$ cat src/rtl/fd_ratio_pkg.sv
package fd_ratio_pkg;

  localparam int F_W   = 12;  // widest F entry is 2048
  localparam int D_W   = 7;   // widest D entry is 64
  localparam int SH_W  = 3;   // log2 of the largest divisor
  localparam int PROD_W = F_W + D_W;

  typedef struct packed {
    logic [D_W-1:0]  val;
    logic [SH_W-1:0] shift;  // divisor as a shift when mul == 0
    logic            mul;    // 1: multiply F by val
  } d_entry_t;

  function automatic logic [F_W-1:0] f_entry(input logic [3:0] idx);
    case (idx)
      4'd0, 4'd1: f_entry = F_W'(372);
      4'd2:       f_entry = F_W'(558);
      4'd3:       f_entry = F_W'(744);
      4'd4:       f_entry = F_W'(1116);
      4'd5:       f_entry = F_W'(1488);
      4'd6:       f_entry = F_W'(1860);
      4'd9:       f_entry = F_W'(512);
      4'd10:      f_entry = F_W'(768);
      4'd11:      f_entry = F_W'(1024);
      4'd12:      f_entry = F_W'(1536);
      4'd13:      f_entry = F_W'(2048);
      default:    f_entry = '0;
    endcase
  endfunction

  function automatic d_entry_t d_entry(input logic [3:0] idx);
    d_entry_t e;
    e.mul = idx[3];
    case (idx)
      4'd8:    begin e.val = D_W'(12); e.shift = '0; end
      4'd9:    begin e.val = D_W'(20); e.shift = '0; end
      4'd0:    begin e.val = '0;       e.shift = '0; end
      default: begin
        // power-of-two entries: 1..64 below 8, 2..64 from 10 upward
        e.shift = SH_W'(idx[2:0] - 3'd1);
        e.val   = D_W'(1) << (idx[2:0] - 3'd1);
      end
    endcase
    return e;
  endfunction

endpackage

$ cat src/rtl/fd_table_lookup.sv
module fd_table_lookup
  import fd_ratio_pkg::*;
#(
  parameter int IDX_W = 4
) (
  input  logic [IDX_W-1:0] fi_idx,
  input  logic [IDX_W-1:0] di_idx,
  output logic [F_W-1:0]   f_val,
  output d_entry_t         d_ent
);

  always_comb begin
    f_val = f_entry(4'(fi_idx));
    d_ent = d_entry(4'(di_idx));
  end

endmodule

$ cat src/rtl/fd_ratio_arith.sv
module fd_ratio_arith
  import fd_ratio_pkg::*;
#(
  parameter int RATIO_W = 10
) (
  input  logic [F_W-1:0]     f_val,
  input  d_entry_t           d_ent,
  output logic [RATIO_W-1:0] ratio,
  output logic               ok
);

  localparam logic [PROD_W-1:0] LIMIT = PROD_W'(1) << RATIO_W;

  logic [PROD_W-1:0] product;
  logic [PROD_W-1:0] quotient;
  logic [PROD_W-1:0] result;

  always_comb begin
    product  = PROD_W'(f_val) * PROD_W'(d_ent.val);
    quotient = PROD_W'(f_val >> d_ent.shift);
    result   = d_ent.mul ? product : quotient;
    ok       = (f_val != '0) && (d_ent.val != '0) &&
               (result != '0) && (result < LIMIT);
    ratio    = result[RATIO_W-1:0];
  end

endmodule

$ cat src/rtl/fd_ratio_calc.sv
module fd_ratio_calc
  import fd_ratio_pkg::*;
#(
  parameter int IDX_W      = 4,
  parameter int RATIO_W    = 10,
  parameter int DEFAULT_FI = 1,
  parameter int DEFAULT_DI = 1
) (
  input  logic               clk,
  input  logic               rst_n,
  input  logic               load_i,
  input  logic [IDX_W-1:0]   fi_i,
  input  logic [IDX_W-1:0]   di_i,
  input  logic               dflt_i,
  output logic [RATIO_W-1:0] ratio_o,
  output logic               valid_o,
  output logic               err_o
);

  localparam d_entry_t        DEF_D     = d_entry(4'(DEFAULT_DI));
  localparam logic [F_W-1:0]  DEF_F     = f_entry(4'(DEFAULT_FI));
  localparam logic [RATIO_W-1:0] RST_RATIO = RATIO_W'(DEF_F >> DEF_D.shift);

  logic [IDX_W-1:0]   fi_sel, di_sel;
  logic [F_W-1:0]     f_val;
  d_entry_t           d_ent;
  logic [RATIO_W-1:0] cand;
  logic               cand_ok;
  logic               strobe;

  logic [RATIO_W-1:0] ratio_q, ratio_d;
  logic               valid_q, valid_d;
  logic               err_q, err_d;

  // default request overrides the load indices
  always_comb begin
    fi_sel = dflt_i ? IDX_W'(DEFAULT_FI) : fi_i;
    di_sel = dflt_i ? IDX_W'(DEFAULT_DI) : di_i;
    strobe = load_i | dflt_i;
  end

  fd_table_lookup #(.IDX_W(IDX_W)) u_lookup (
    .fi_idx (fi_sel),
    .di_idx (di_sel),
    .f_val  (f_val),
    .d_ent  (d_ent)
  );

  fd_ratio_arith #(.RATIO_W(RATIO_W)) u_arith (
    .f_val (f_val),
    .d_ent (d_ent),
    .ratio (cand),
    .ok    (cand_ok)
  );

  always_comb begin
    ratio_d = ratio_q;
    valid_d = 1'b0;
    err_d   = 1'b0;
    if (strobe) begin
      if (cand_ok) begin
        ratio_d = cand;
        valid_d = 1'b1;
      end else begin
        err_d = 1'b1;
      end
    end
  end

  always_ff @(posedge clk or negedge rst_n) begin
    if (!rst_n) begin
      ratio_q <= RST_RATIO;
      valid_q <= 1'b0;
      err_q   <= 1'b0;
    end else begin
      valid_q <= valid_d;
      err_q   <= err_d;
      if (strobe) begin
        ratio_q <= ratio_d;
      end
    end
  end

  assign ratio_o = ratio_q;
  assign valid_o = valid_q;
  assign err_o   = err_q;


  flags_exclusive_chk: assert property (@(posedge clk) disable iff (!rst_n)
    !(valid_o && err_o));


  err_holds_ratio_chk: assert property (@(posedge clk) disable iff (!rst_n)
    err_o |-> ratio_o == $past(ratio_o));


  valid_nonzero_chk: assert property (@(posedge clk) disable iff (!rst_n)
    valid_o |-> ratio_o != '0);


  idle_quiet_chk: assert property (@(posedge clk) disable iff (!rst_n)
    !(load_i || dflt_i) |=> (!valid_o && !err_o && $stable(ratio_o)));


  dflt_result_chk: assert property (@(posedge clk) disable iff (!rst_n)
    dflt_i |=> (valid_o && ratio_o == RST_RATIO));

endmodule

$ cat config.mk
export PLATFORM = sky130hd
export DESIGN_NAME = fd_ratio_calc
export DESIGN_NICKNAME = d
export VERILOG_FILES = /design/src/rtl/fd_ratio_pkg.sv /design/src/rtl/fd_table_lookup.sv /design/src/rtl/fd_ratio_arith.sv /design/src/rtl/fd_ratio_calc.sv
export SDC_FILE = /design/constraint.sdc
export NUM_CORES = 1
export LEC_CHECK = 0
export ABC_AREA = 1
export BUFFER_PORTS_ARGS = -buffer_cell sky130_fd_sc_hd__buf_2
export CAP_MARGIN = 20
export CELL_PAD_IN_SITES_DETAIL_PLACEMENT = 1
export CELL_PAD_IN_SITES_GLOBAL_PLACEMENT = 2
export CORE_UTILIZATION = 32
export DETAILED_ROUTE_END_ITERATION = 8
export PLACE_DENSITY_LB_ADDON = 0.1
export SYNTH_ARGS = -nofsm -noshare
export SYNTH_HDL_FRONTEND = slang
export SYNTH_HIERARCHICAL = 1
export SYNTH_SLANG_ARGS = --single-unit
$ cat constraint.sdc
create_clock -name clk -period 0.8 [get_ports clk]
set_clock_uncertainty 0.1 [all_clocks]
set_input_delay 0.08 -clock clk [delete_from_list [all_inputs] [get_ports clk]]
set_output_delay 0.08 -clock clk [all_outputs]
set_load 0.005 [all_outputs]
; Word level (Yosys, flattened, before mapping)
; Memories as Yosys holds them, arrays and structs flattened.
; Index checks and enable logic that the tools add are counted.
[totals]
mem_count = 1
latch_bits = 0
romBits = 176
output_inout_bits = 12
elab_cells = 28
ramBits = 0
reg_bits = 12
inputBits = 12
[mem_list]
columns = name, words, word_bits, read_ports, rd_ports_with_merged_regs, write_ports, line
row1 = (no name shown), 16, 11, 1, 0, 0, fd_ratio_pkg.sv:15  ; case (idx)
[op_classes]
reduce_logical = 8
n_shift = 2
n_lt_le_gt_ge = 1
div_mod_pow = 0
n_eq_ne = 2
multipliers = 1
n_addsub = 1
n_bitwise = 1
mux = 8
[ops]
columns = op, n
row1 = 10-bit case mux with 3 select lines, 1
row2 = 19-bit by 11-bit less-than comparator with 1-bit output (second input constant), 1
row3 = 12-bit by 7-bit multiplier with 19-bit output, 1
row4 = 19-bit 2-to-1 mux, 1
row5 = 19-bit nonzero test, 1
row6 = 12-bit by 3-bit right shift with 19-bit output, 1
row7 = 12-bit nonzero test, 1
row8 = 4-bit == test (second input constant), 2
row9 = 4-bit 2-to-1 mux, 2
row10 = 7-bit nonzero test, 1
row11 = 1-bit by 3-bit left shift with 7-bit output (first input constant), 1
row12 = 4-bit logical NOT, 1
row13 = 1-bit 2-to-1 mux, 4
row14 = 1-bit logical AND, 3
row15 = 3-bit by 1-bit subtractor with 3-bit output (second input constant), 1
row16 = 2-bit AND reduction, 1
row17 = 1-bit OR, 1

; Longest topological paths before layout
; Gate-level depths: netlist (run 1).
[depth]
ltp_word = 11
ltp_mapped = 38

; Modules after synthesis
; Netlist (run 1), hierarchy kept.
[modules_own_cells]
columns = mod, area_per_inst_um2, instances, cells_each, seq_area_each_um2
row1 = fd_ratio_arith, 3678.5, 1, 605, 0.0
row2 = fd_ratio_calc, 558.0, 1, 65, 306.5
row3 = fd_table_lookup, 427.9, 1, 80, 0.0

; Worst setup path after synthesis (run 1)
; No wires, ideal clock.
[synth_path]
path_type = input to register
from = input dflt_i
to = register ratio_q[0], in the netlist ratio_o[0]
n_path_buf = 3
setup_slack_ps = -4942
cell_stages = 31
t_arrival_ps = 5577
required_ps = 635
cell_sequence = buf_6 nor2_1 inv_1 ha_1 ha_1 nand2_1 o21ai_0 clkbuf_1 nand2_1 inv_1 fa_1 fa_1 fa_1 inv_1 fa_1 inv_1 ha_1 nand2_1 inv_1 a21oi_1 nand2_1 nand2_1 nand3b_1 nand2_1 nand2_1 clkinv_1 nand3_1 a21oi_1 buf_2 nand3_1 nand2_1
[synth_lines]
columns = element, line
row1 = start: declaration, fd_ratio_calc.sv:14  ; input logic dflt_i,
row2 = end signal: assignment, fd_ratio_calc.sv:79  ; ratio_q <= ratio_d;
row3 = end: declaration, fd_ratio_calc.sv:31  ; logic [RATIO_W-1:0] ratio_q, ratio_d;

==> results.yml, run 1 <==
yosys:
  avgSynthCellArea_um2: 6.22
  synthArstFlopShare_pct: 100
  synth_top_cell_area_share_pct: 21.0
  synth_top_flop_cell: "dfrtp_1"
  synthAdderAreaFrac_pct: 33.9
  synth_edf_count: 0
  netlist_top_cells_area: "fa_1 21%, nand2_1 21%, ha_1 13%"
  synth_cell_types: 35
  synth_top_family_by_area: "simple AND/OR/NAND/NOR gates"
  muxShareOfSynthArea_pct: 0
  synth_top_area_cell: "fa_1"
  synth-simple-area-share_pct: 39.6
  yosys-top-cells-count: "260 x nand2_1, 154 x inv_1, 76 x nand3_1"
  synth_compound_area_share_pct: 2.44
  synth_xor_area_share_pct: 0.563
  ys_ff_latch: 12
  syn_inst: 750
  syn_area_um2: 4660
  yosysWarnings: 6
  syn-num-nets: 859
  ys_seq_area_share_pct: 6.57
  yosysMostFrequentCell: "nand2_1"
timing:
  rsz0062_at_grt: "true"
  fin_crit_sh_pct: 643
  fmax_ghz: 0.194
  hold_viol: 0
  setup_viol: 24
  slew_violations: 0
  fin_crit_ns: 5.14
  fin_ws_ns: -4.34
floorplan:
  io_pins: 24
  start_util_pct: 33.2
  die_h_um: 123
  rows: 43
  die_w_um: 123
  core-area_um2: 14000
  die_area_um2: 15100
outcome:
  failed_checks: "negative setup slack"
  run_status: "finished with violations"
global_routing:
  grt_pass1_wl_um: 26600
  gr-total-overflow: 0
  track_usage_pct: 22.4
  grt_max_degree: 17
  grt_pass1_vias: 5520
  grt_antenna_before_repair: 0
clock_tree:
  clk_latency_ns: 0.24
  root_buffer: "clkbuf_16"
  cts_buffers: 3
  cts_tree: "yes"
  clock_path_buffers: 2
  clk_pin_slew_ns: 0.04
  h-tree-depth: 1
  cts_sinks: 12
layout:
  drive_gt1_share_pct: 34.9
  area_delta_synth_final_pct: 41.6
  multi_input_area_um2: 4160
  n_fill_cell: 1841
  utilization_pct: 47.0
  register_area_um2: 307
  nets: 990
  diodes: 0
critical_path:
  cp_common_cell: "nand2_1"
  cpMaxStageDelayCell: "fa_1"
  crit_type: "in -> reg"
  critPathMaxStageDelay_ns: 0.52
  r2r-start: "ratio_o[5]$_DFFE_PN1P_"
  critPathLaunchType: "input port"
  reg2reg_to: "ratio_o[5]$_DFFE_PN1P_"
  r2r_cells: 3
  path_max_fanout: 7
  worstPathArrival_ns: 5.22
  worstPathRequired_ns: 0.88
  r2r_slack_ns: -0.12
  cp-end-kind: "register"
power_and_ir_drop:
  p_leak_uw: 0.00387
  max-vdd-ir-drop_v: 0.000758
  power-per-cell-area_nw_per_um2: 1150
hold_path:
  worstHoldStart: "load_i"
  worst_hold_path.endpoint: "err_o$_DFF_PN0_"
  min_path_cells: 3
  hold_path.class: "in -> reg"
placed_design:
  gp_congestion: 0.819
  dp_hpwl_um: 12800
  portBuffers: 23
  pre_cts_ws_ns: -4.91
routing:
  first_pass_iters: 4
  post_drt_wl_per_cell_um: 14.7
  drc: 0
  wirelength_um: 15500
  dr_total_vias: 4950
  vias_per_cell: 4.67
  ant_nets: 0
  drt_iter0_markers: 142
job:
  cap_violations: 0
==> what timing repair did <==
action                                  in CTS  in global routing
gates cloned                                 3                  0
pin swaps                                   47                 17
hold endpoints to repair                    12                  0
setup buffers                               22                  6
gates resized for setup                     90                 31
endpoints found under the setup margin      24                 24
hold buffers                                 1                  0
==> registers in the layout (all words and copies together), names as in the netlist <==
name and cells:
valid_o 1, ratio_o 10, err_o 1
==> metal layers <==
metal | up-vias | global-route usage, % | share of wire, %
li1 | 2497 | - | -
met1 | 2414 | 28.9 | 47
met2 | 37 | 42.9 | 52
met3 | 2 | 0.604 | 0.91
met4 | 0 | 1.14 | 0.13
met5 | - | 0 | 0
==> stage by stage <==
step	instance area (um2)	cells	hold WS (ns)	total power (uW)	TNS [ns]
6_report	6600	1060	0.0866	7580	-53.54
2_1_floorplan	4940	750	-0.316	3850	-50.75
5_1_grt	6600	1060	0.0992	8230	-57.12
3_3_place_gp	5810	1024	-0.143	5400	-56.66
4_1_cts	6430	1054	0.0904	7300	-53.52
3_5_place_dp	5810	1024	-0.129	5530	-58.51
==> logic make-up after synthesis <==
| group | count (synthesis) |
|---|---|
| flops | 12 |
| buf+inv | 194 |
| simple gates | 424 |
| xor+xnor | 3 |
| fa+ha+maj | 97 |
| compound gates | 19 |
| other cells | 1 |
==> worst max-delay path, delay by kind of cell <==
family                     cells  cell delay [ns]
adders and majority gates      7             2.68
AOI/OAI and AO/OA              1             0.14
and+or+nand+nor               15             1.55
buffers and inverters          7             0.75
==> how the worst max path moves through the flow <==
stage                                  end  slack (ns)  startpoint
floorplan           ratio_o[0]$_DFFE_PN0P_       -4.27      dflt_i
global placement    ratio_o[4]$_DFFE_PN1P_       -4.76      dflt_i
detailed placement  ratio_o[4]$_DFFE_PN1P_       -4.91      dflt_i
CTS                 ratio_o[5]$_DFFE_PN1P_       -4.32      dflt_i
global route        ratio_o[2]$_DFFE_PN1P_       -4.61      dflt_i
finish              ratio_o[3]$_DFFE_PN0P_       -4.34      dflt_i
==> power by group <==
part | leakage [uW] | switching (uW) | internal, uW
logic | 0.00368 | 2830 | 2610
registers | 0.000142 | 151 | 969
clock network | 0.0000442 | 267 | 755
total | 0.00387 | 3250 | 4330
==> cell usage in the layout, fill, tap and decap left out, types with 9 or more instances in the layout <==
cell type / instances
inv_2: 18
buf_2: 16
ha_1: 34
nand2_2: 38
inv_1: 138
fa_1: 49
buf_4: 122
nor2_1: 29
nand2_4: 16
nor2_2: 9
ha_4: 12
nand3_1: 66
buf_6: 12
nand3_2: 11
nor2_4: 14
nand2_1: 219
==> final cells by class <==
cell class | count | share of cell area (%)
multi-input cells | 547 | 63.0
repair buffers | 154 | 18.0
inverters | 163 | 9.51
flip-flops and latches | 12 | 4.64
well taps | 180 | 3.41
clock buffers | 4 | 1.35
No activity file was read; power rests on OpenSTA's default activity.
==> run 2: changes to the inputs <==
Settings changed: MAX_ROUTING_LAYER from default to met4.
==> run 2 against run 1 <==
The run still ends with negative setup slack left. Via count shrank 0.24%. Cell area shrank 0.51%. Critical path depth grew 1. Critical path type unchanged.
==> results.yml, run 2 (synthesis gave the netlist of run 1 again) <==
critical_path:
  worstPathRequired_ns: 0.88
  reg2reg_to: "ratio_o[5]$_DFFE_PN1P_"
  path_max_fanout: 7
  crit_type: "in -> reg"
  worstPathArrival_ns: 5.19
  r2r_slack_ns: -0.12
  critPathLaunchType: "input port"
  critPathLaunch: "dflt_i"
  cpMaxStageDelayCell: "fa_1"
  cp-end-kind: "register"
  cp_common_cell: "nand2_1"
  critPathMaxStageDelay_ns: 0.51
  r2r-start: "ratio_o[5]$_DFFE_PN1P_"
  r2r_cells: 3
timing:
  fin_crit_ns: 5.12
  setup_viol: 24
  fin_crit_sh_pct: 640
  slew_violations: 0
  rsz0062_at_grt: "true"
  hold_viol: 0
  fmax_ghz: 0.195
  whs_ns: 0.0823
  fin_ws_ns: -4.32
  timing.setup.tns_ns: -53.19
clock_tree:
  clk_latency_ns: 0.24
  h-tree-depth: 1
  clk_pin_slew_ns: 0.04
  clock_path_buffers: 2
  root_buffer: "clkbuf_16"
  cts_sinks: 12
  cts_tree: "yes"
  cts_buffers: 3
power_and_ir_drop:
  p_leak_uw: 0.00385
  design_power_total_uw: 7560
  max-vdd-ir-drop_v: 0.000759
  power-per-cell-area_nw_per_um2: 1150
job:
  cap_violations: 0
layout:
  fin_area_um2: 6570
  final_common_cell: "nand2_1"
  final_cell_mix: "220 x nand2_1, 138 x inv_1, 122 x buf_4, 66 x nand3_1, 49 x fa_1"
  diodes: 0
  drive_gt1_share_pct: 34.8
  largest_reg_flops: 10
  register_area_um2: 307
  multi_input_area_um2: 4140
  area_delta_synth_final_pct: 40.8
  nets: 990
  utilization_pct: 46.8
  n_fill_cell: 1847
routing:
  drt_iter0_markers: 150
  drc: 0
  wirelength_um: 15500
  vias_per_cell: 4.66
  first_pass_iters: 4
  post_drt_wl_per_cell_um: 14.6
  ant_nets: 0
  dr_total_vias: 4938
placed_design:
  dp_hpwl_um: 12800
  place_area_um2: 5810
  gp_congestion: 0.832
  portBuffers: 23
global_routing:
  track_usage_pct: 23.0
  busiest_layer: "met2"
  grt_pass1_wl_um: 26600
  use_met3_pct: 0.604
  grt_max_degree: 17
  grt_pass1_vias: 5512
  use_met2_pct: 42.9
  gr-total-overflow: 0
  grt_antenna_before_repair: 0
  grt.met1_usage_pct: 28.9
floorplan:
  rows: 43
  die_area_um2: 15100
  die_w_um: 123
  start_util_pct: 33.2
  die_h_um: 123
  core-area_um2: 14000
  io_pins: 24
hold_path:
  worstHoldStart: "load_i"
  worst_hold_path.endpoint: "err_o$_DFF_PN0_"
  min_path_cells: 3
  hold_path.class: "in -> reg"
outcome:
  failed_checks: "negative setup slack"
  run_status: "finished with violations"
run 2: what timing repair did:
action,4_1_cts,5_1_grt
pin swaps,47,16
cloned,3,0
hold buffers,1,0
gates resized for setup,90,23
setup endpoints to repair,24,24
hold endpoints to repair,12,0
setup buffers,22,6
run 2: worst max-delay path by stage:
stage	to	slack (ns)	depth (start not counted)
floorplan	ratio_o[0]$_DFFE_PN0P_	-4.27	34
global placement	ratio_o[4]$_DFFE_PN1P_	-4.76	30
detailed placement	ratio_o[4]$_DFFE_PN1P_	-4.91	29
CTS	ratio_o[5]$_DFFE_PN1P_	-4.32	30
global route	ratio_o[2]$_DFFE_PN1P_	-4.60	35
finish	ratio_o[3]$_DFFE_PN0P_	-4.32	31
run 2: report_power, final:
part           total [uW]  switching [uW]  internal, uW
sequential           1120             152           969
combinational        5410            2820          2600
clock                1020             267           755
run 2: cell type report:
| class | instances | share of cell area [%] |
|---|---|---|
| tap | 180 | 3.43 |
| sequential | 12 | 4.67 |
| clock buffer | 4 | 1.35 |
| inverter | 163 | 9.49 |
| multi-input combinational | 547 | 63.0 |
| timing repair buffer | 154 | 18.1 |
run 2: metal layers:
| metal | up-vias | part of all wire [%] |
|---|---|---|
| li1 | 2498 | - |
| met1 | 2401 | 47 |
| met2 | 37 | 52 |
| met3 | 2 | 1.2 |
| met4 | 0 | 0.13 |
| met5 | - | 0 |
run 2: stage by stage:
step	std cells	setup slack (ns)
after floorplan	750	-4.27
after global placement	1024	-4.76
after detailed placement	1024	-4.91
after CTS	1054	-4.32
after global routing	1060	-4.60
final	1060	-4.32
run 2: worst max-delay path, delay by kind of cell:
family / cells / cell delay [ns]
AOI/OAI and AO/OA: 2 / 0.29
and+or+nand+nor: 14 / 1.41
buffers and inverters: 8 / 0.80
adders and majority gates: 7 / 2.58
